### config.mk
export PLATFORM = sky130hd
export DESIGN_NAME = regmac
export DESIGN_NICKNAME = d
export VERILOG_FILES = /design/src/rtl/regmac_pkg.sv /design/src/rtl/regmac_decode.sv /design/src/rtl/regmac_arith.sv /design/src/rtl/regmac.sv
export SDC_FILE = /design/constraint.sdc
export NUM_CORES = 2
export LEC_CHECK = 0
export CAP_MARGIN = 20
export CORE_ASPECT_RATIO = 1.1
export CORE_UTILIZATION = 60
export CTS_CLUSTER_DIAMETER = 200
export DETAILED_ROUTE_END_ITERATION = 16
export DONT_BUFFER_PORTS = 1
export PLACE_DENSITY = 0.87
export SLEW_MARGIN = 20
export SYNTH_ARGS = -nofsm -noshare
export SYNTH_HDL_FRONTEND = slang
export SYNTH_HIERARCHICAL = 1
export SYNTH_SLANG_ARGS = --single-unit
### constraint.sdc
create_clock -name clk -period 15 [get_ports clk]
set_input_delay 3 -clock clk [delete_from_list [all_inputs] [get_ports clk]]
set_output_delay 3 -clock clk [all_outputs]
set_load 0.05 [all_outputs]
### src/rtl/regmac_pkg.sv
package regmac_pkg;

  typedef enum logic [1:0] {
    MD_MUL  = 2'd0,
    MD_SMUL = 2'd1,
    MD_MAC  = 2'd2,
    MD_SMAC = 2'd3
  } mode_e;

  // Byte offsets of the register window
  localparam int OFS_OP2      = 'h08;
  localparam int OFS_RLO      = 'h0A;
  localparam int OFS_RHI      = 'h0C;
  localparam int OFS_SUMEXT   = 'h0E;
  localparam int OFS_OP1W     = 'h10;
  localparam int OFS_OP2W_LO  = 'h20;
  localparam int OFS_OP2W_HI  = 'h22;
  localparam int OFS_RES0     = 'h24;
  localparam int OFS_RES3     = 'h2A;
  localparam int OFS_CTL      = 'h2C;

  // Control word bit positions
  localparam int CB_CARRY = 0;
  localparam int CB_FRAC  = 2;
  localparam int CB_SAT   = 3;
  localparam int CB_MODE  = 4;
  localparam int CB_W1    = 6;
  localparam int CB_W2    = 7;
  localparam int CB_DLYEN = 8;
  localparam int CB_DLY   = 9;

  typedef struct packed {
    logic       op1_lo;
    logic       op1_hi;
    logic       op1_wide;
    mode_e      mode;
    logic       op2_lo;
    logic       op2_hi;
    logic       op2_wide;
    logic       start;
    logic       res_wr;
    logic [1:0] res_idx;
    logic       ctl_wr;
  } strobe_t;

endpackage

### src/rtl/regmac_decode.sv
module regmac_decode
  import regmac_pkg::*;
#(
  parameter int AW = 6
) (
  input  logic          wr_en,
  input  logic [AW-1:0] addr,
  output strobe_t       st
);

  logic [AW-1:0] res_off;
  assign res_off = addr - AW'(OFS_RES0);

  always_comb begin
    st = '0;
    st.mode = mode_e'(addr[2:1]);
    if (wr_en && !addr[0]) begin
      if (addr < AW'(OFS_OP2)) begin
        st.op1_lo = 1'b1;
        st.mode   = mode_e'(addr[2:1]);
      end else if (addr == AW'(OFS_OP2)) begin
        st.op2_lo = 1'b1;
        st.start  = 1'b1;
      end else if (addr == AW'(OFS_RLO)) begin
        st.res_wr  = 1'b1;
        st.res_idx = 2'd0;
      end else if (addr == AW'(OFS_RHI)) begin
        st.res_wr  = 1'b1;
        st.res_idx = 2'd1;
      end else if (addr >= AW'(OFS_OP1W) && addr < AW'(OFS_OP2W_LO)) begin
        st.mode     = mode_e'(addr[3:2]);
        st.op1_wide = 1'b1;
        st.op1_hi   = addr[1];
        st.op1_lo   = !addr[1];
      end else if (addr == AW'(OFS_OP2W_LO)) begin
        st.op2_lo   = 1'b1;
        st.op2_wide = 1'b1;
      end else if (addr == AW'(OFS_OP2W_HI)) begin
        st.op2_hi   = 1'b1;
        st.op2_wide = 1'b1;
        st.start    = 1'b1;
      end else if (addr >= AW'(OFS_RES0) && addr <= AW'(OFS_RES3)) begin
        st.res_wr  = 1'b1;
        st.res_idx = res_off[2:1];
      end else if (addr == AW'(OFS_CTL)) begin
        st.ctl_wr = 1'b1;
      end
    end
  end

endmodule

### src/rtl/regmac_arith.sv
module regmac_arith
  import regmac_pkg::*;
#(
  parameter int DW = 16
) (
  input  mode_e            mode,
  input  logic             op1_wide,
  input  logic             op2_wide,
  input  logic [2*DW-1:0]  op1,
  input  logic [2*DW-1:0]  op2,
  input  logic [4*DW-1:0]  acc,
  output logic [4*DW-1:0]  res_next,
  output logic [DW-1:0]    sumext_next,
  output logic             carry_next
);

  localparam int OW = 2 * DW;
  localparam int RW = 4 * DW;

  // Extend an operand to the full result width per width flag and signedness
  function automatic logic [RW-1:0] widen(logic [OW-1:0] v, logic wide, logic sgn);
    logic [RW-1:0] r;
    if (wide) r = sgn ? {{(RW-OW){v[OW-1]}}, v} : {{(RW-OW){1'b0}}, v};
    else      r = sgn ? {{(RW-DW){v[DW-1]}}, v[DW-1:0]} : {{(RW-DW){1'b0}}, v[DW-1:0]};
    return r;
  endfunction

  logic          sgn, accum, narrow, neg, cy;
  logic [RW-1:0] prod;
  logic [OW:0]   sum_n;
  logic [RW:0]   sum_w;
  logic [OW-1:0] low_n;

  assign sgn    = mode[0];
  assign accum  = mode[1];
  assign narrow = !op1_wide && !op2_wide;
  assign prod   = widen(op1, op1_wide, sgn) * widen(op2, op2_wide, sgn);
  assign sum_n  = {1'b0, acc[OW-1:0]} + {1'b0, prod[OW-1:0]};
  assign sum_w  = {1'b0, acc} + {1'b0, prod};

  always_comb begin
    if (narrow) begin
      low_n    = accum ? sum_n[OW-1:0] : prod[OW-1:0];
      cy       = accum & sum_n[OW];
      neg      = low_n[OW-1];
      res_next = {(sgn ? {OW{neg}} : {OW{1'b0}}), low_n};
    end else begin
      low_n    = '0;
      res_next = accum ? sum_w[RW-1:0] : prod;
      cy       = accum & sum_w[RW];
      neg      = res_next[RW-1];
    end
    carry_next  = accum ? cy : (sgn & neg);
    sumext_next = sgn ? {DW{neg}} : (accum ? {{(DW-1){1'b0}}, cy} : {DW{1'b0}});
  end

endmodule

### src/rtl/regmac.sv
module regmac
  import regmac_pkg::*;
#(
  parameter int DW = 16,
  parameter int AW = 6
) (
  input  logic          clk,
  input  logic          rst_n,
  input  logic          wr_en,
  input  logic [AW-1:0] addr,
  input  logic [DW-1:0] wdata,
  output logic [DW-1:0] rdata
);

  localparam int OW = 2 * DW;
  localparam int RW = 4 * DW;

  strobe_t       st;
  logic [OW-1:0] op1_q, op2_q, op2_next;
  logic [RW-1:0] res_q, res_next;
  logic [DW-1:0] sumext_q, sumext_next, ctl_word;
  logic          carry_q, carry_next;
  logic          op1_wide_q, op2_wide_q, op2_wide_next;
  mode_e         mode_q;
  logic          sat_q, frac_q, dlyen_q, dly_q;

  // Named internal events for the checker
  logic start_w, res_wr_w, ctl_wr_w;
  assign start_w  = st.start;
  assign res_wr_w = st.res_wr;
  assign ctl_wr_w = st.ctl_wr;

  regmac_decode #(.AW(AW)) u_dec (.wr_en(wr_en), .addr(addr), .st(st));

  // The starting write carries the operand the arithmetic uses
  always_comb begin
    op2_next = op2_q;
    if (st.op2_lo) op2_next[DW-1:0]  = wdata;
    if (st.op2_hi) op2_next[OW-1:DW] = wdata;
    if (st.op2_lo || st.op2_hi) op2_wide_next = st.op2_wide;
    else if (st.ctl_wr)         op2_wide_next = wdata[CB_W2];
    else                        op2_wide_next = op2_wide_q;
  end

  regmac_arith #(.DW(DW)) u_arith (
    .mode(mode_q), .op1_wide(op1_wide_q), .op2_wide(op2_wide_next),
    .op1(op1_q), .op2(op2_next), .acc(res_q),
    .res_next(res_next), .sumext_next(sumext_next), .carry_next(carry_next)
  );

  always_ff @(posedge clk or negedge rst_n) begin
    if (!rst_n) begin
      op1_q      <= '0;
      op2_q      <= '0;
      res_q      <= '0;
      sumext_q   <= '0;
      carry_q    <= 1'b0;
      op1_wide_q <= 1'b0;
      op2_wide_q <= 1'b0;
      mode_q     <= MD_MUL;
      sat_q      <= 1'b0;
      frac_q     <= 1'b0;
      dlyen_q    <= 1'b0;
      dly_q      <= 1'b0;
    end else begin
      op2_q      <= op2_next;
      op2_wide_q <= op2_wide_next;
      if (st.op1_lo) op1_q[DW-1:0]  <= wdata;
      if (st.op1_hi) op1_q[OW-1:DW] <= wdata;
      if (st.op1_lo || st.op1_hi) begin
        mode_q     <= st.mode;
        op1_wide_q <= st.op1_wide;
      end else if (st.ctl_wr) begin
        mode_q     <= mode_e'(wdata[CB_MODE +: 2]);
        op1_wide_q <= wdata[CB_W1];
      end
      if (st.start) begin
        res_q    <= res_next;
        sumext_q <= sumext_next;
        carry_q  <= carry_next;
      end else begin
        if (st.res_wr) res_q[st.res_idx*DW +: DW] <= wdata;
        if (st.ctl_wr) carry_q <= wdata[CB_CARRY];
      end
      if (st.ctl_wr) begin
        sat_q   <= wdata[CB_SAT];
        frac_q  <= wdata[CB_FRAC];
        dlyen_q <= wdata[CB_DLYEN];
        dly_q   <= wdata[CB_DLY];
      end
    end
  end

  always_comb begin
    ctl_word                 = '0;
    ctl_word[CB_CARRY]       = carry_q;
    ctl_word[CB_FRAC]        = frac_q;
    ctl_word[CB_SAT]         = sat_q;
    ctl_word[CB_MODE +: 2]   = mode_q;
    ctl_word[CB_W1]          = op1_wide_q;
    ctl_word[CB_W2]          = op2_wide_q;
    ctl_word[CB_DLYEN]       = dlyen_q;
    ctl_word[CB_DLY]         = dly_q;
  end

  logic [AW-1:0] rd_off;
  assign rd_off = addr - AW'(OFS_RES0);

  always_comb begin
    rdata = '0;
    if (addr < AW'(OFS_OP2))                                   rdata = op1_q[DW-1:0];
    else if (addr == AW'(OFS_OP2) || addr == AW'(OFS_OP2W_LO)) rdata = op2_q[DW-1:0];
    else if (addr == AW'(OFS_RLO))                             rdata = res_q[DW-1:0];
    else if (addr == AW'(OFS_RHI))                             rdata = res_q[OW-1:DW];
    else if (addr == AW'(OFS_SUMEXT))                          rdata = sumext_q;
    else if (addr >= AW'(OFS_OP1W) && addr < AW'(OFS_OP2W_LO))
      rdata = addr[1] ? op1_q[OW-1:DW] : op1_q[DW-1:0];
    else if (addr == AW'(OFS_OP2W_HI))                         rdata = op2_q[OW-1:DW];
    else if (addr >= AW'(OFS_RES0) && addr <= AW'(OFS_RES3))   rdata = res_q[rd_off[2:1]*DW +: DW];
    else if (addr == AW'(OFS_CTL))                             rdata = ctl_word;
  end

endmodule

# Word-level counts from Yosys, hierarchy flattened
# Index checks and enable logic that the tools add are counted.
[op_classes] add_sub_neg=4 mul=1 magnitude_cmp=5 n_eq_ne=7 shift=3 mux=72 bitwise_logic=3 n_reduce_logical=14
[ops] operator="$mux W64" count=10
[ops] operator="$mux W16" count=12
[ops] operator="$add A64 B64 Y65" count=1
[ops] operator="$bwmux W64" count=1
[ops] operator="$mul A64 B64 Y64" count=1
[ops] operator="$mux W32" count=2
[ops] operator="$shift A16 B34 Y64 const A" count=1
[ops] operator="$shiftx A16 B34 Y64" count=1
[ops] operator="$shiftx A64 B7 Y16" count=1
[ops] operator="$neg A6 Y34" count=1
[ops] operator="$add A32 B32 Y33" count=1
[ops] operator="$mux W3" count=11
[ops] operator="$eq A6 B4 Y1 const B" count=4
[ops] operator="$mux W1" count=20
[ops] operator="$eq A6 B6 Y1 const B" count=3
[ops] operator="$mux W9" count=2
[ops] operator="$mux W8" count=2
[ops] operator="$mux W5" count=3
[ops] operator="$mux W13" count=1
[ops] operator="$mux W10" count=1
[ops] operator="$mux W2" count=5
[ops] operator="$mux W4" count=2
[ops] operator="$ge A6 B5 Y1 const B" count=1
[ops] operator="$ge A6 B6 Y1 const B" count=1
[ops] operator="other kinds (9)" count=21
[word_totals] register_bits=153 out_inout_bits=16 wordCells=122

# Longest topological paths before layout
[logic_depth] word_depth=26 ltp_mapped=58 ltp_nobuf=52

# Cells and area by module
# Netlist, hierarchy kept.
[by_module_without_submodules] mod="regmac_arith" n_inst=1 cells_each=5884 area_each_um2=52585.4
[by_module_without_submodules] mod="regmac" n_inst=1 cells_each=657 area_each_um2=7754.9
[by_module_without_submodules] mod="regmac_decode" n_inst=1 cells_each=39 area_each_um2=276.5

# Least setup slack after synthesis
# Ideal clock, no wire load.
[synth_path] path_type="input to register" start="in addr[4]" end="reg sumext_q[10]" setup_time_ns=0.065 t_arrival_ns=15.946 required_ns=14.935 slack_ns=-1.011 cell_stages=53 path_buffers=7 cell_sequence="or3b_1 > buf_6 > nor4_1 > clkbuf_1 > clkbuf_1 > nor2_1 > a21oi_1 > inv_2 > nand2_1 > clkbuf_1 > o21a_1 > clkbuf_1 > clkbuf_1 > nand2_1 > fa_1 > inv_1 > fa_1 > fa_1 > (+17 left out) > a21oi_1 > or4_1 > o211ai_1 > o21bai_1 > xnor2_1 > ha_1 > inv_1 > o21bai_1 > a21o_1 > a21o_1 > a211oi_1 > o211ai_1 > a32o_1 > nor3b_1 > and3_1 > nor2_1 > buf_4 > mux2_2"
[synth_lines] element="from (decl)" line_no="regmac.sv:10" rtl="input logic [AW-1:0] addr,"
[synth_lines] element="to (signal assigned)" line_no="regmac.sv:79" rtl="sumext_q <= sumext_next;"
[synth_lines] element="to (decl)" line_no="regmac.sv:21" rtl="logic [DW-1:0] sumext_q, sumext_next, ctl_word;"

==> results.md <==
* Status: complete, no violations
* Final antenna-violating net count at 0
* Worst-path clk slew at 0.07 ns
* Synth Flop Type: dfrtp_1
* GRT overflow at 0
* Min Tclk post-route at 14.87 ns
* Clock Skew at 0.0169 ns
* Fraction of registers with async set/reset at 100%
* Drt wl/cell at 25.2 um
* Initial DRC count at 5763
* Most frequent cells in the layout: inv_1 (1642), fa_1 (1419), buf_4 (769)
* Fillers at 7155
* Cell Rows at 121
* First-pass GRT wire length at 323000 um
* Worst skew pair latency at 0.46 ns
* WHS at 0.504 ns
* Max Cap Viol at 0
* Yosys Warn Count at 6
* Reg area at 0.00383 mm2
* CP endpoint: sumext_q[3]$_DFFE_PN0P_
* Fmax at 0.0672 GHz
* CP max FO at 15
* # DRC at 0
* CTS Sinks at 153
* # nets final at 8906
* Layout cells sized above 1 at 15.8%
* DIE HEIGHT at 335 um
* Routability Congestion at 1.06
* Vias/cell at 6.07
* Required @ worst endpoint at 15.34 ns
* CTS tree: done
* Syn avg cell area at 9.21 um2
* Final Hold Viols at 0
* Number of I/O pins at 41
* Initial antenna violation count at 8
* Multi-input logic area at 0.0501 mm2
* Max Root-Sink Buffers at 2
* Slew HR at 23.1%
* Die width at 305 um
* CP Data Arrival Time at 15.21 ns
* Inserted Clock Buffers at 17
* Worst Tran Pin Value at 1.17 ns
* Vias in the first global route at 55700
* Number of cells on the critical path at 52
* R2R Setup Slk at 1.57 ns
* Area of the mapped netlist at 0.0606 mm2
* Buffers added on ports at 0
* Initial DRT Pass Iterations at 7
* Setup crit end kind: flip-flop
* Global Route Usage Sum at 42.2%
* Largest net degree at the start of global routing at 154
* Setup TNS at 0 ns
* Sequential area share after synthesis at 6.32%
* Largest stage delay, worst path at 0.59 ns
* Worst setup SP type: input pin
* Initial cell density of the core at 60.9%
* CP max stage cell: fa_2
* WL final at 211000 um
* Cell variety after synth at 85
* R2R cell count at 47
* Post-Syn Nets at 8410
* #FFs+latches synth at 153
* Worst Setup Path Type: input pin to flip-flop
* Layout Area Growth over Synthesis at 13.3%
* Core footprint at 0.0995 mm2
* Final core occ at 69.0%
* Final worst slack at 0.129 ns
* Die area at 0.102 mm2
* Synth Instances at 6580
* Via count at 50900
* Commonest non-fill, non-tap cell in the layout: inv_1
* Post-synth EDFFs at 0
* Worst r2r dst: sumext_q[3]$_DFFE_PN0P_
* Max Slew Vio Count at 0
* Root Driver: clkbuf_16
* Setup Viol. Count Final at 0
* Ratio of final minimum period to clock period at 99.1%
* Worst R2R Start: op1_wide_q$_DFFE_PN0P_
* RSZ-0062 raised after global routing: yes
* Cell repeated most along the worst path: fa_1
* HP Class: flip-flop to flip-flop
* H-tree Lvls at 4
* WP buf/inv at 15
* HPWL Detailed at 175000 um
* Critical path startpoint: addr[0]
* Setup Slack @ Placement at -0.902 ns
* Worst path top cell family by delay: adder cells
## state kept, by name, indices dropped and copies added, names as in the netlist
name        count
carry_q         1
dly_q           1
dlyen_q         1
frac_q          1
mode_q          2
op1_q          32
op1_wide_q      1
op2_q          32
op2_wide_q      1
res_q          64
sat_q           1
sumext_q       16
## per-layer routing
layer  vias up  track usage (%)  wire [um]
li1      20900                -          -
met1     25500             50.0      71400
met2      3453             66.9      95800
met3      1034             11.6      25900
met4         4             29.9      18200
met5         -                0         30
## area by class of cell
| class | count | area share, % |
|---|---|---|
| Antenna cell | 4 | 0.0146 |
| Timing Repair Buffer | 803 | 9.32 |
| Clock inverter | 12 | 0.149 |
| Sequential cell | 153 | 5.58 |
| Inverter | 1650 | 9.02 |
| Multi-Input combinational cell | 4451 | 72.9 |
| Clock buffer | 20 | 0.650 |
| Tap cell | 1291 | 2.35 |
## Yosys cell counts (all sizes together), types with 9 or more instances
cell type	number	area [um2]
o22ai	36	225
clkbuf	276	1040
dfrtp	153	3830
o31ai	9	67.6
xor2	48	420
a31oi	14	87.6
nor2b	19	119
o21bai	21	158
fa	1442	28900
a222oi	48	480
xnor2	106	928
and2	389	2430
nor4	10	68.8
nand2b	14	87.6
a21o	52	390
o211ai	19	143
nor3	32	165
o21ai	163	816
nand3	31	155
nand2	719	2700
mux4	16	360
a221oi	22	193
o221ai	14	123
inv	1650	6190
a21oi	183	916
buf	50	305
a221o	12	120
nor2	254	963
mux2	98	1100
ha	363	4540
a2111oi	12	105
a211oi	22	165
o21a	45	338
and3	24	150
nand4	32	200
or3	11	68.8
and4	9	78.8
a22oi	15	113
mux2i	37	370
## worst register-to-register path, delay by kind of cell (launching register included)
kind | cells | cell delay, ns
AOI/OAI and AO/OA | 7 | 2.26
xor gates and xnor gates | 1 | 0.33
adders and majority gates | 12 | 5.54
buffers and inverters | 14 | 2.17
DFF | 1 | 0.71
muxes | 2 | 0.40
and+or+nand+nor | 11 | 1.92
## cell families after synthesis
logic type / Yosys count / share of synthesized area, %
muxes: 151 / 3.03
and+or+nand+nor: 1586 / 12.5
buffers and inverters: 1976 / 12.4
adders and majority gates: 1805 / 55.1
AOI/OAI and AO/OA: 751 / 8.27
xor gates and xnor gates: 158 / 2.37
DFF: 153 / 6.32
## worst min path at each step
stage | slack (ns) | depth (start not counted) | from | to
2_1_floorplan | 0.47 | 1 | dly_q$_DFFE_PN0P_ | dly_q$_DFFE_PN0P_
3_3_place_gp | 0.48 | 1 | dlyen_q$_DFFE_PN0P_ | dlyen_q$_DFFE_PN0P_
3_5_place_dp | 0.49 | 1 | dlyen_q$_DFFE_PN0P_ | dlyen_q$_DFFE_PN0P_
4_1_cts | 0.50 | 1 | dlyen_q$_DFFE_PN0P_ | dlyen_q$_DFFE_PN0P_
5_1_grt | 0.51 | 1 | sat_q$_DFFE_PN0P_ | sat_q$_DFFE_PN0P_
6_report | 0.50 | 1 | dlyen_q$_DFFE_PN0P_ | dlyen_q$_DFFE_PN0P_
## timing repair
item / CTS / global route
hold buffers: 0 / 0
pin swaps: 5 / 65
setup buffers: 4 / 22
endpoints found under the setup margin: 29 / 37
gates resized for setup: 23 / 168
cloned: 0 / 4
## through the flow
| stage | instance area [um2] | std cells |
|---|---|---|
| after floorplan | 60600 | 6580 |
| final | 68700 | 8384 |
| after global routing | 68700 | 8382 |
| after global placement | 67000 | 8317 |
| after detailed placement | 67000 | 8318 |
| after CTS | 67700 | 8354 |
Power is left out: the tool's default activity adds up to more than one toggle a clock period on the data nets, which glitch-free logic cannot reach.
